`src/rtl/i2c_stretch_pkg.sv`:
```
package i2c_stretch_pkg;

  typedef enum logic [3:0] {
    ST_IDLE, ST_ADDR, ST_AACK, ST_SUB, ST_SACK,
    ST_WDAT, ST_DACK, ST_HOLD, ST_RDAT, ST_RACK
  } i2c_st_e;

  // 7-bit device address picked by the strap level
  function automatic logic [6:0] dev_addr7(input logic strap);
    return strap ? 7'h5D : 7'h5C;
  endfunction

  // subaddresses whose write restarts internal initialization
  function automatic logic long_wait_class(input logic [7:0] sub);
    case (sub)
      8'h04, 8'h05, 8'h06, 8'h07, 8'h08, 8'h28, 8'h2E, 8'h2F: return 1'b1;
      default: return 1'b0;
    endcase
  endfunction

endpackage

```
`src/rtl/i2c_line_filter.sv`:
```
module i2c_line_filter #(
  parameter int FILT_LEN = 3
) (
  input  logic clk,
  input  logic rst_n,
  input  logic line_i,
  output logic line_o
);
  localparam int CW = $clog2(FILT_LEN + 1);

  logic [1:0]    sync_q;
  logic [CW-1:0] run_q;

  always_ff @(posedge clk or negedge rst_n) begin
    if (!rst_n) begin
      sync_q <= 2'b11;
      run_q  <= '0;
      line_o <= 1'b1;
    end else begin
      sync_q <= {sync_q[0], line_i};
      if (sync_q[1] == line_o) begin
        run_q <= '0;
      end else if (run_q == CW'(FILT_LEN - 1)) begin
        line_o <= sync_q[1];
        run_q  <= '0;
      end else begin
        run_q <= run_q + 1'b1;
      end
    end
  end
endmodule

```
`src/rtl/i2c_wait_timer.sv`:
```
module i2c_wait_timer #(
  parameter int FAST_WAIT = 12800,
  parameter int SLOW_WAIT = 131072
) (
  input  logic clk,
  input  logic rst_n,
  input  logic run_i,
  input  logic slow_i,
  output logic expired_o
);
  localparam int CW = $clog2(SLOW_WAIT + 1);

  logic [CW-1:0] cnt_q;
  logic [CW-1:0] limit;

  assign limit     = slow_i ? CW'(SLOW_WAIT) : CW'(FAST_WAIT);
  assign expired_o = run_i && (cnt_q == limit - 1'b1);

  always_ff @(posedge clk or negedge rst_n) begin
    if (!rst_n)      cnt_q <= '0;
    else if (!run_i) cnt_q <= '0;
    else             cnt_q <= cnt_q + 1'b1;
  end
endmodule

```
`src/rtl/i2c_stretch_slave.sv`:
```
module i2c_stretch_slave #(
  parameter int FILT_LEN  = 3,
  parameter int FAST_WAIT = 12800,
  parameter int SLOW_WAIT = 131072
) (
  input  logic       clk,
  input  logic       rst_n,
  input  logic       addr_strap,
  input  logic       scl_i,
  input  logic       sda_i,
  output logic       scl_oe,
  output logic       sda_oe,
  output logic       reg_wr_req,
  output logic [7:0] reg_wr_addr,
  output logic [7:0] reg_wr_data,
  output logic       reg_wr_slow,
  input  logic       reg_wr_done,
  output logic [7:0] reg_rd_addr,
  input  logic [7:0] reg_rd_data
);
  import i2c_stretch_pkg::*;

  localparam int BYTE_BITS = 8;
  localparam int BCW       = $clog2(BYTE_BITS + 1);

  // filtered bus lines: index 1 is SCL, index 0 is SDA
  logic [1:0] raw_lines, filt_lines;
  assign raw_lines = {scl_i, sda_i};

  for (genvar g = 0; g < 2; g++) begin : g_line
    i2c_line_filter #(.FILT_LEN(FILT_LEN)) u_filt (
      .clk    (clk),
      .rst_n  (rst_n),
      .line_i (raw_lines[g]),
      .line_o (filt_lines[g])
    );
  end

  logic scl_f, sda_f, scl_p, sda_p;
  assign scl_f = filt_lines[1];
  assign sda_f = filt_lines[0];

  always_ff @(posedge clk or negedge rst_n) begin
    if (!rst_n) begin
      scl_p <= 1'b1;
      sda_p <= 1'b1;
    end else begin
      scl_p <= scl_f;
      sda_p <= sda_f;
    end
  end

  // named bus events
  logic scl_rise, scl_fall, bus_start, bus_stop;
  assign scl_rise  = scl_f & ~scl_p;
  assign scl_fall  = ~scl_f & scl_p;
  assign bus_start = scl_f & scl_p & sda_p & ~sda_f;
  assign bus_stop  = scl_f & scl_p & ~sda_p & sda_f;

  // strap follows the pin while in reset, frozen afterwards
  logic strap_q;
  always_ff @(posedge clk) begin
    if (!rst_n) strap_q <= addr_strap;
  end

  i2c_st_e        st;
  logic [BCW-1:0] bit_cnt;
  logic [7:0]     rx_sh, tx_sh, sub_q, wdat_q;
  logic           rw_q, nack_q, sda_oe_q;

  logic byte_end, addr_hit, addr_miss, wait_expired, wait_done, in_hold;
  assign byte_end  = scl_fall && (bit_cnt == BCW'(BYTE_BITS));
  assign addr_hit  = (rx_sh[7:1] == dev_addr7(strap_q));
  assign addr_miss = (st == ST_ADDR) && byte_end && !addr_hit;
  assign in_hold   = (st == ST_HOLD);
  assign wait_done = reg_wr_done || wait_expired;

  i2c_wait_timer #(.FAST_WAIT(FAST_WAIT), .SLOW_WAIT(SLOW_WAIT)) u_timer (
    .clk       (clk),
    .rst_n     (rst_n),
    .run_i     (in_hold),
    .slow_i    (reg_wr_slow),
    .expired_o (wait_expired)
  );

  always_ff @(posedge clk or negedge rst_n) begin
    if (!rst_n) begin
      st       <= ST_IDLE;
      bit_cnt  <= '0;
      rx_sh    <= '0;
      tx_sh    <= '0;
      sub_q    <= '0;
      wdat_q   <= '0;
      rw_q     <= 1'b0;
      nack_q   <= 1'b1;
      sda_oe_q <= 1'b0;
    end else if (!in_hold && bus_start) begin
      st       <= ST_ADDR;
      bit_cnt  <= '0;
      sda_oe_q <= 1'b0;
    end else if (!in_hold && bus_stop) begin
      st       <= ST_IDLE;
      sda_oe_q <= 1'b0;
    end else begin
      if (scl_rise) begin
        rx_sh  <= {rx_sh[6:0], sda_f};
        nack_q <= sda_f;
        if (bit_cnt != BCW'(BYTE_BITS)) bit_cnt <= bit_cnt + 1'b1;
      end
      case (st)
        ST_ADDR: if (byte_end) begin
          if (addr_hit) begin
            st       <= ST_AACK;
            rw_q     <= rx_sh[0];
            sda_oe_q <= 1'b1;
          end else begin
            st <= ST_IDLE;
          end
        end
        ST_AACK: if (scl_fall) begin
          if (rw_q) begin
            tx_sh    <= reg_rd_data;
            sda_oe_q <= ~reg_rd_data[7];
            sub_q    <= sub_q + 8'd1;
            bit_cnt  <= '0;
            st       <= ST_RDAT;
          end else begin
            sda_oe_q <= 1'b0;
            bit_cnt  <= '0;
            st       <= ST_SUB;
          end
        end
        ST_SUB: if (byte_end) begin
          sub_q    <= rx_sh;
          sda_oe_q <= 1'b1;
          st       <= ST_SACK;
        end
        ST_SACK: if (scl_fall) begin
          sda_oe_q <= 1'b0;
          bit_cnt  <= '0;
          st       <= ST_WDAT;
        end
        ST_WDAT: if (byte_end) begin
          wdat_q   <= rx_sh;
          sda_oe_q <= 1'b1;
          st       <= ST_DACK;
        end
        ST_DACK: if (scl_fall) begin
          sda_oe_q <= 1'b0;
          st       <= ST_HOLD;
        end
        ST_HOLD: if (wait_done) begin
          sub_q   <= sub_q + 8'd1;
          bit_cnt <= '0;
          st      <= ST_WDAT;
        end
        ST_RDAT: if (scl_fall) begin
          if (bit_cnt == BCW'(BYTE_BITS)) begin
            sda_oe_q <= 1'b0;
            st       <= ST_RACK;
          end else begin
            tx_sh    <= {tx_sh[6:0], 1'b0};
            sda_oe_q <= ~tx_sh[6];
          end
        end
        ST_RACK: if (scl_fall) begin
          if (!nack_q) begin
            tx_sh    <= reg_rd_data;
            sda_oe_q <= ~reg_rd_data[7];
            sub_q    <= sub_q + 8'd1;
            bit_cnt  <= '0;
            st       <= ST_RDAT;
          end else begin
            st <= ST_IDLE;
          end
        end
        default: ;
      endcase
    end
  end

  assign scl_oe      = in_hold;
  assign sda_oe      = sda_oe_q;
  assign reg_wr_req  = in_hold;
  assign reg_wr_addr = sub_q;
  assign reg_wr_data = wdat_q;
  assign reg_wr_slow = long_wait_class(sub_q);
  assign reg_rd_addr = sub_q;

endmodule

```
`config.mk`:
```
export PLATFORM = sky130hd
export DESIGN_NAME = i2c_stretch_slave
export DESIGN_NICKNAME = d
export VERILOG_FILES = /design/src/rtl/i2c_stretch_pkg.sv /design/src/rtl/i2c_line_filter.sv /design/src/rtl/i2c_wait_timer.sv /design/src/rtl/i2c_stretch_slave.sv
export SDC_FILE = /design/constraint.sdc
export NUM_CORES = 1
export LEC_CHECK = 0
export BUFFER_PORTS_ARGS = -buffer_cell sky130_fd_sc_hd__buf_2
export CAP_MARGIN = 25
export CORE_MARGIN = 2
export CORE_UTILIZATION = 40
export DETAILED_ROUTE_END_ITERATION = 6
export PLACE_DENSITY = 0.62
export SYNTH_ARGS = -nofsm -noshare
export SYNTH_HDL_FRONTEND = slang
export SYNTH_SLANG_ARGS = --single-unit
export TNS_END_PERCENT = 20
```
`constraint.sdc`:
```
create_clock -name clk -period 2.4 [get_ports clk]
set_input_delay 0 -clock clk [delete_from_list [all_inputs] [get_ports clk]]
set_output_delay 0 -clock clk [all_outputs]
set_load 0.05 [all_outputs]
```
After elaboration in Yosys (flattened, before gate mapping)
Cells that the tools add are included.

Input port bits: 14. Register bits after elaboration: 73. Output and inout port bits: 28.

Bitwise logic cells: 17. Multiplexer cells: 60. Reduce and logical (&&, ||, !) cells: 23. Add/sub/neg operators: 6. Equality and inequality tests: 48.

Operators by type and width (number): $mux W4 (22); $mux W8 (6); $ne A4 B4 Y1 const B (11); $mux W7 (6); $mux W18 (2); $pmux W4 S9 (1); $eq A8 B3 Y1 const B (4); $pmux W8 S4 (1); $reduce_and A9 Y1 (3); $eq A8 B6 Y1 const B (3); $pmux W7 S3 (1); $add A18 B1 Y18 const B (1); $eq A18 B18 Y1 (1); $ne A2 B2 Y1 const B (9); $sub A18 B1 Y18 const B (1); $eq A4 B3 Y1 const B (4); $mux W1 (14); $eq A4 B4 Y1 const B (3); $pmux W4 S3 (1); $reduce_and A11 Y1 (1); $reduce_bool A11 Y1 (1); $mux W2 (5); $not A1 Y1 (10); $add A8 B1 Y8 const B (1); 24 further kinds (42).

Longest topological paths before layout
Depth after elaboration: 12. Gate-level depth with buffers: 11.

Cells and area by module
Synthesis repeated with hierarchy kept, for this count alone.

Cells, all modules: 415. Area, all modules: 4066.4 um2.

Modules (own cells, without submodules): i2c_stretch_slave (instances 1, area an instance 2805.2 um2, cells each 300, seq. area each 1134.8 um2); i2c_wait_timer (instances 1, area an instance 903.4 um2, cells each 95, seq. area each 450.4 um2); i2c_line_filter (instances 2, area an instance 178.9 um2, cells each 10, seq. area each 128.9 um2).

Worst setup path after synthesis
Ideal clock, no wire load.

Path kind: register -> register. Start: register sub_q[0] (netlist: reg_rd_addr[0]). End: register st[3]. Required time: 2.275 ns. Data arrival time: 2.412 ns. Stages on the path, launching flop included: 9. Setup time: 0.125 ns. Setup slack: -0.137 ns. Buffers on the path: 0. Path through: dfrtp_1 > inv_1 > ha_1 > nor2_1 > o221ai_1 > nor4b_4 > nor4_2 > nand2b_4 > mux2_2.

Longest elaborated chain between the ends: 10.

Ends and longest elaborated chain: from (decl) (RTL line i2c_stretch_slave.sv:68) `logic [7:0] rx_sh, tx_sh, sub_q, wdat_q;`; from (signal assigned) (RTL line i2c_stretch_slave.sv:124) `sub_q <= sub_q + 8'd1;`; from (signal assigned) (RTL line i2c_stretch_slave.sv:134) `sub_q <= rx_sh;`; from (signal assigned) (RTL line i2c_stretch_slave.sv:153) `sub_q <= sub_q + 8'd1;`; $eq A8 B3 Y1 (tied with other cells) (RTL line i2c_stretch_pkg.sv:15) `case (sub)`; $reduce_or A8 Y1 (*) (RTL line i2c_stretch_pkg.sv:15); $mux W1 (*) (RTL line i2c_stretch_pkg.sv:15); $mux W18 (*) (RTL line i2c_wait_timer.sv:16) `assign limit = slow_i ? CW'(SLOW_WAIT) : CW'(FAST_WAIT);`; $sub A18 B1 Y18 (*) (RTL line i2c_wait_timer.sv:17) `assign expired_o = run_i && (cnt_q == limit - 1'b1);`; $eq A18 B18 Y1 (*) (RTL line i2c_wait_timer.sv:17); $logic_and A1 B1 Y1 (*) (RTL line i2c_wait_timer.sv:17); $logic_or A1 B1 Y1 (*) (RTL line i2c_stretch_slave.sv:76) `assign wait_done = reg_wr_done || wait_expired;`; $ne A4 B4 Y1 (no source line) (*); $reduce_and A11 Y1 (no source line) (*); to (signal assigned) (RTL line i2c_stretch_slave.sv:88) `st <= ST_IDLE;`; to (signal assigned) (RTL line i2c_stretch_slave.sv:98) `st <= ST_ADDR;`; to (signal assigned) (RTL line i2c_stretch_slave.sv:102) `st <= ST_IDLE;`; to (decl) (RTL line i2c_stretch_slave.sv:66) `i2c_st_e st;`.

Every way passes the cells marked *; elsewhere a longest branch is shown, timed or not. A chain may end at the register's enable or synchronous reset.

Worst setup path in the final report
Start: register sub_q[1] (netlist: reg_rd_addr[1]). End: register bit_cnt[1].

Longest elaborated chain between the ends: 12.

Ends and longest elaborated chain: $eq A8 B3 Y1 (tied with other cells) (RTL line i2c_stretch_pkg.sv:15); $reduce_or A8 Y1 (*) (RTL line i2c_stretch_pkg.sv:15); $mux W1 (*) (RTL line i2c_stretch_pkg.sv:15); $mux W18 (*) (RTL line i2c_wait_timer.sv:16); $sub A18 B1 Y18 (*) (RTL line i2c_wait_timer.sv:17); $eq A18 B18 Y1 (*) (RTL line i2c_wait_timer.sv:17); $logic_and A1 B1 Y1 (*) (RTL line i2c_wait_timer.sv:17); $logic_or A1 B1 Y1 (*) (RTL line i2c_stretch_slave.sv:76); $mux W4 (*) (RTL line i2c_stretch_slave.sv:152) `ST_HOLD: if (wait_done) begin`; $pmux W4 S3 (*) (RTL line i2c_stretch_slave.sv:110) `case (st)`; $mux W4 (*) (RTL line i2c_stretch_slave.sv:101) `end else if (!in_hold && bus_stop) begin`; $mux W4 (*) (RTL line i2c_stretch_slave.sv:97) `end else if (!in_hold && bus_start) begin`; to (signal assigned) (RTL line i2c_stretch_slave.sv:108) `if (bit_cnt != BCW'(BYTE_BITS)) bit_cnt <= bit_cnt + 1'b1;`; to (decl) (RTL line i2c_stretch_slave.sv:67) `logic [BCW-1:0] bit_cnt;`.

Every way passes the cells marked *; elsewhere a longest branch is shown, timed or not. The select of a mux whose other input is x is not followed.

==> tab_implementation.tex <==
\begin{tabular}{lr}
\hline
Metric & Value \\
\hline
\multicolumn{2}{l}{\textbf{Clocking}} \\
TritonCTS clock tree & built \\
Max Buffers Root-to-Sink & 2 \\
Clock root buffer & sky130\_fd\_sc\_hd\_\_clkbuf\_8 \\
Clock insertion delay at the later pin of the skew report & 350 ps \\
Worst-path clk slew & 80 ps \\
Total clock buffers created by CTS & 9 \\
H-tree level count & 3 \\
Sink Count & 73 \\
\multicolumn{2}{l}{\textbf{Floorplanning}} \\
Area enclosed by the die boundary & 10900 um2 \\
Number of placement rows & 36 \\
Area inside the core boundary & 9770 um2 \\
Initial Utilization & 41.2\% \\
Vertical die dimension & 104 um \\
Overall die width & 104 um \\
Number of placed I/O pins & 42 \\
\multicolumn{2}{l}{\textbf{Critical path}} \\
Reg-to-reg critical path startpoint & reg\_rd\_addr[1] \\
CP Data Required Time & 2610 ps \\
Biggest fanout along the worst timing path & 7 \\
Worst setup SP type & register \\
Data arrival time of the worst path & 2480 ps \\
Crit path capture type & register \\
Number of cells on the worst reg-to-reg path & 9 \\
Setup slack of the most critical reg-to-reg path & 130 ps \\
Start-to-end type of the worst setup path & register to register \\
R2R Path End & bit\_cnt[1] \\
\multicolumn{2}{l}{\textbf{Worst hold path}} \\
Worst min-delay path class & input pin to register \\
Worst hold path startpoint & reg\_wr\_done \\
Count of cells along the worst hold path & 4 \\
Hold-critical path endpoint & st[1] \\
\multicolumn{2}{l}{\textbf{Power}} \\
Total Power & 5460 uW \\
Leakage power & 0.00207 uW \\
Power per standard cell area & 1170 nW/um2 \\
Worst IR Drop VDD & 0.491 mV \\
\multicolumn{2}{l}{\textbf{Global routing}} \\
Antenna violations before repair & 0 \\
Number of global-route vias before repair & 2999 \\
First-pass GRT wire length & 14.8 mm \\
Total congestion overflow & 0 \\
Pin count of the biggest net entering global routing & 29 \\
Overall fraction of global-route tracks in use & 16.7\% \\
\multicolumn{2}{l}{\textbf{Finish}} \\
Area grow syn2layout & 16.2\% \\
Diode count & 0 \\
Ratio of cells with drive above 1 in the final layout & 25.4\% \\
Final net count & 485 \\
\multicolumn{2}{l}{\textbf{Synthesis}} \\
Number of warning messages in the yosys log & 0 \\
Main combinational cell family by area after synthesis & simple AND/OR/NAND/NOR gates \\
Cells taking the most area after synthesis & sky130\_fd\_sc\_hd\_\_dfrtp\_1 39\%, sky130\_fd\_sc\_hd\_\_dfstp\_2 5.9\%, sky130\_fd\_sc\_hd\_\_mux2\_2 5.3\% \\
Nets in the synthesized netlist & 432 \\
Distinct cell type count after synthesis & 65 \\
Mean area per synthesized cell & 9.80 um2 \\
Cell type contributing the most total cell area after synthesis & sky130\_fd\_sc\_hd\_\_dfrtp\_1 \\
Post-synthesis instance area & 4030 um2 \\
Area share of xor/xnor cells in the synthesized design & 3.92\% \\
Leading register cell type out of synthesis & sky130\_fd\_sc\_hd\_\_dfrtp\_1 \\
Library cell with the highest instance count after synthesis & sky130\_fd\_sc\_hd\_\_dfrtp\_1 \\
Number of enable flip-flop cells after synthesis & 1 \\
Synthesized-area fraction occupied by adder cells & 2.18\% \\
Simple-Gate Fraction of Synth Area & 21.2\% \\
Share of synthesized area spent on multiplexers & 7.55\% \\
Proportion of synthesized flip-flops having asynchronous set or reset & 98.6\% \\
Number of instances in the synthesized netlist & 411 \\
Fraction of post-synthesis cell area in the top cell type by area & 39.2\% \\
Commonest cells in the synthesized netlist & 63 x sky130\_fd\_sc\_hd\_\_dfrtp\_1, 42 x sky130\_fd\_sc\_hd\_\_nand2\_1, 36 x sky130\_fd\_sc\_hd\_\_nor2\_1 \\
Yosys reg bits & 73 \\
Share of the yosys chip area belonging to registers & 45.8\% \\
Area fraction in compound gates after synthesis & 13.8\% \\
\multicolumn{2}{l}{\textbf{Drt}} \\
Residual DRC count & 0 \\
DR WL/cell & 14.2 um \\
Final wirelength & 8.51 mm \\
First-pass detailed-route iteration total & 4 \\
Initial drt markers & 226 \\
Routed via count divided by cell count & 5.25 \\
Antenna Violating Nets Remaining & 0 \\
Total via count after detailed routing & 3156 \\
\multicolumn{2}{l}{\textbf{STA}} \\
Setup total negative slack & 0 ps \\
Number of hold violations in the final report & 0 \\
Final Cycle Share & 94.8\% \\
Layout Skew & 13.3 ps \\
Final setup violation count & 0 \\
Crit path time final & 2270 ps \\
Setup repair after global routing missed its margin & no \\
Relative slew slack & 55.8\% \\
Measured slew at the worst slew-check pin & 657 ps \\
Highest achievable clock rate & 440 MHz \\
Number of max-slew violations in the final report & 0 \\
\multicolumn{2}{l}{\textbf{Run}} \\
Max\_cap viols & 0 \\
\multicolumn{2}{l}{\textbf{Placement}} \\
Number of buffers inserted by port buffering & 41 \\
Gp weighted congestion & 0.809 \\
HPWL Detailed & 6.06 mm \\
\multicolumn{2}{l}{\textbf{Outcome}} \\
Result of the run & complete, no violations \\
\hline
\end{tabular}
[how the worst max path moves through the flow]
stage                               from          to  slack [ps]  cells past startpoint
after global placement    reg_rd_addr[0]  bit_cnt[1]         120                      9
after CTS                 reg_rd_addr[0]  bit_cnt[1]          20                      9
after detailed placement  reg_rd_addr[0]  bit_cnt[1]           6                      9
after floorplan           reg_rd_addr[3]       st[3]          30                      7
final                     reg_rd_addr[1]  bit_cnt[1]         130                      9
after global routing      reg_rd_addr[1]  bit_cnt[1]           4                      9
[timing repair]
item	4_1_cts	5_1_grt
hold endpoints to repair	35	0
hold buffers	12	0
resized for setup	0	3
endpoints found under the setup margin	0	13
buffers inserted	0	1
[layout make-up]
type,instances,area [um2]
multi-input combinational,292,1970
clock inverter,3,17.5
sequential,73,1850
clock buffer,12,145
timing repair buffer,74,483
inverter,14,52.6
tap,133,166
fill,908,5100
[through the flow]
stage | area, um2 | worst slack [ps] | hold slack (ps) | utilization (%) | std cells
6_report | 4680 | 126 | 121 | 47.8 | 601
5_1_grt | 4680 | 3.89 | 142 | 47.8 | 601
4_1_cts | 4660 | 17.8 | 113 | 47.7 | 600
3_5_place_dp | 4380 | 6.19 | 66.2 | 44.8 | 573
3_3_place_gp | 4380 | 123 | 57.9 | 44.8 | 573
2_1_floorplan | 4030 | 27.7 | -296 | - | 411
[worst max-delay path, cell delays in order, from the launching register on]
cell and delay [ps]:
sky130_fd_sc_hd__dfrtp_2 450, sky130_fd_sc_hd__inv_1 90, sky130_fd_sc_hd__ha_1 160, sky130_fd_sc_hd__a21oi_1 120
sky130_fd_sc_hd__or4_4 440, sky130_fd_sc_hd__nor4b_4 280, sky130_fd_sc_hd__nor4_2 100, sky130_fd_sc_hd__buf_4 160
sky130_fd_sc_hd__o211ai_1 180, sky130_fd_sc_hd__o311ai_0 150
[flip-flops by register name, indices dropped and copies added (netlist names)]
name and flops:
u_timer.cnt_q 18, reg_rd_addr 8, reg_wr_data 8, rx_sh 8
tx_sh 7, bit_cnt 4, g_line.u_filt.run_q 4, g_line.u_filt.sync_q 4
st 4, g_line.u_filt.line_o 2, nack_q 1, rw_q 1
scl_p 1, sda_oe 1, sda_p 1, strap_q 1
[routing by layer]
| layer | GRT usage (%) | wire (um) |
|---|---|---|
| met1 | 23.2 | 4130 |
| met5 | 0 | 0 |
| met2 | 25.3 | 3940 |
| met4 | 5.69 | 163 |
| met3 | 4.07 | 273 |
[power breakdown]
group	internal (uW)	switching (uW)	leakage, uW	total, uW
sequential	1580	337	0.000907	1920
clock	395	437	0.0000822	832
combinational	960	1750	0.00108	2710
[placed cells by master (no fill, tap or decap), types with 6 or more instances in the layout]
master	netlist	layout
sky130_fd_sc_hd__nor2b_1	7	7
sky130_fd_sc_hd__a31oi_1	7	7
sky130_fd_sc_hd__inv_1	14	13
sky130_fd_sc_hd__nand3_1	14	14
sky130_fd_sc_hd__nand4_1	8	8
sky130_fd_sc_hd__dfstp_2	9	9
sky130_fd_sc_hd__clkbuf_8	0	10
sky130_fd_sc_hd__mux2_2	19	19
sky130_fd_sc_hd__buf_4	10	21
sky130_fd_sc_hd__o21ai_0	16	16
sky130_fd_sc_hd__xor2_1	12	12
sky130_fd_sc_hd__o22ai_1	7	7
sky130_fd_sc_hd__a21oi_1	24	24
sky130_fd_sc_hd__nor3_1	8	8
sky130_fd_sc_hd__buf_2	7	41
sky130_fd_sc_hd__nand2_1	42	42
sky130_fd_sc_hd__mux2i_1	9	9
sky130_fd_sc_hd__xnor2_1	6	6
sky130_fd_sc_hd__ha_1	7	7
sky130_fd_sc_hd__dlygate4sd3_1	0	12
sky130_fd_sc_hd__nor2_1	36	36
sky130_fd_sc_hd__dfrtp_1	63	61
[kinds of logic (layout without fill, tap and decap cells)]
kind of cell    after synthesis  after routing
mux                          28             28
simple gates                157            157
flops                        73             73
buf+inv                      46            103
compound gates               82             82
xor+xnor                     18             18
fa+ha+maj                     7              7
Power figures use the tool's default switching activity.
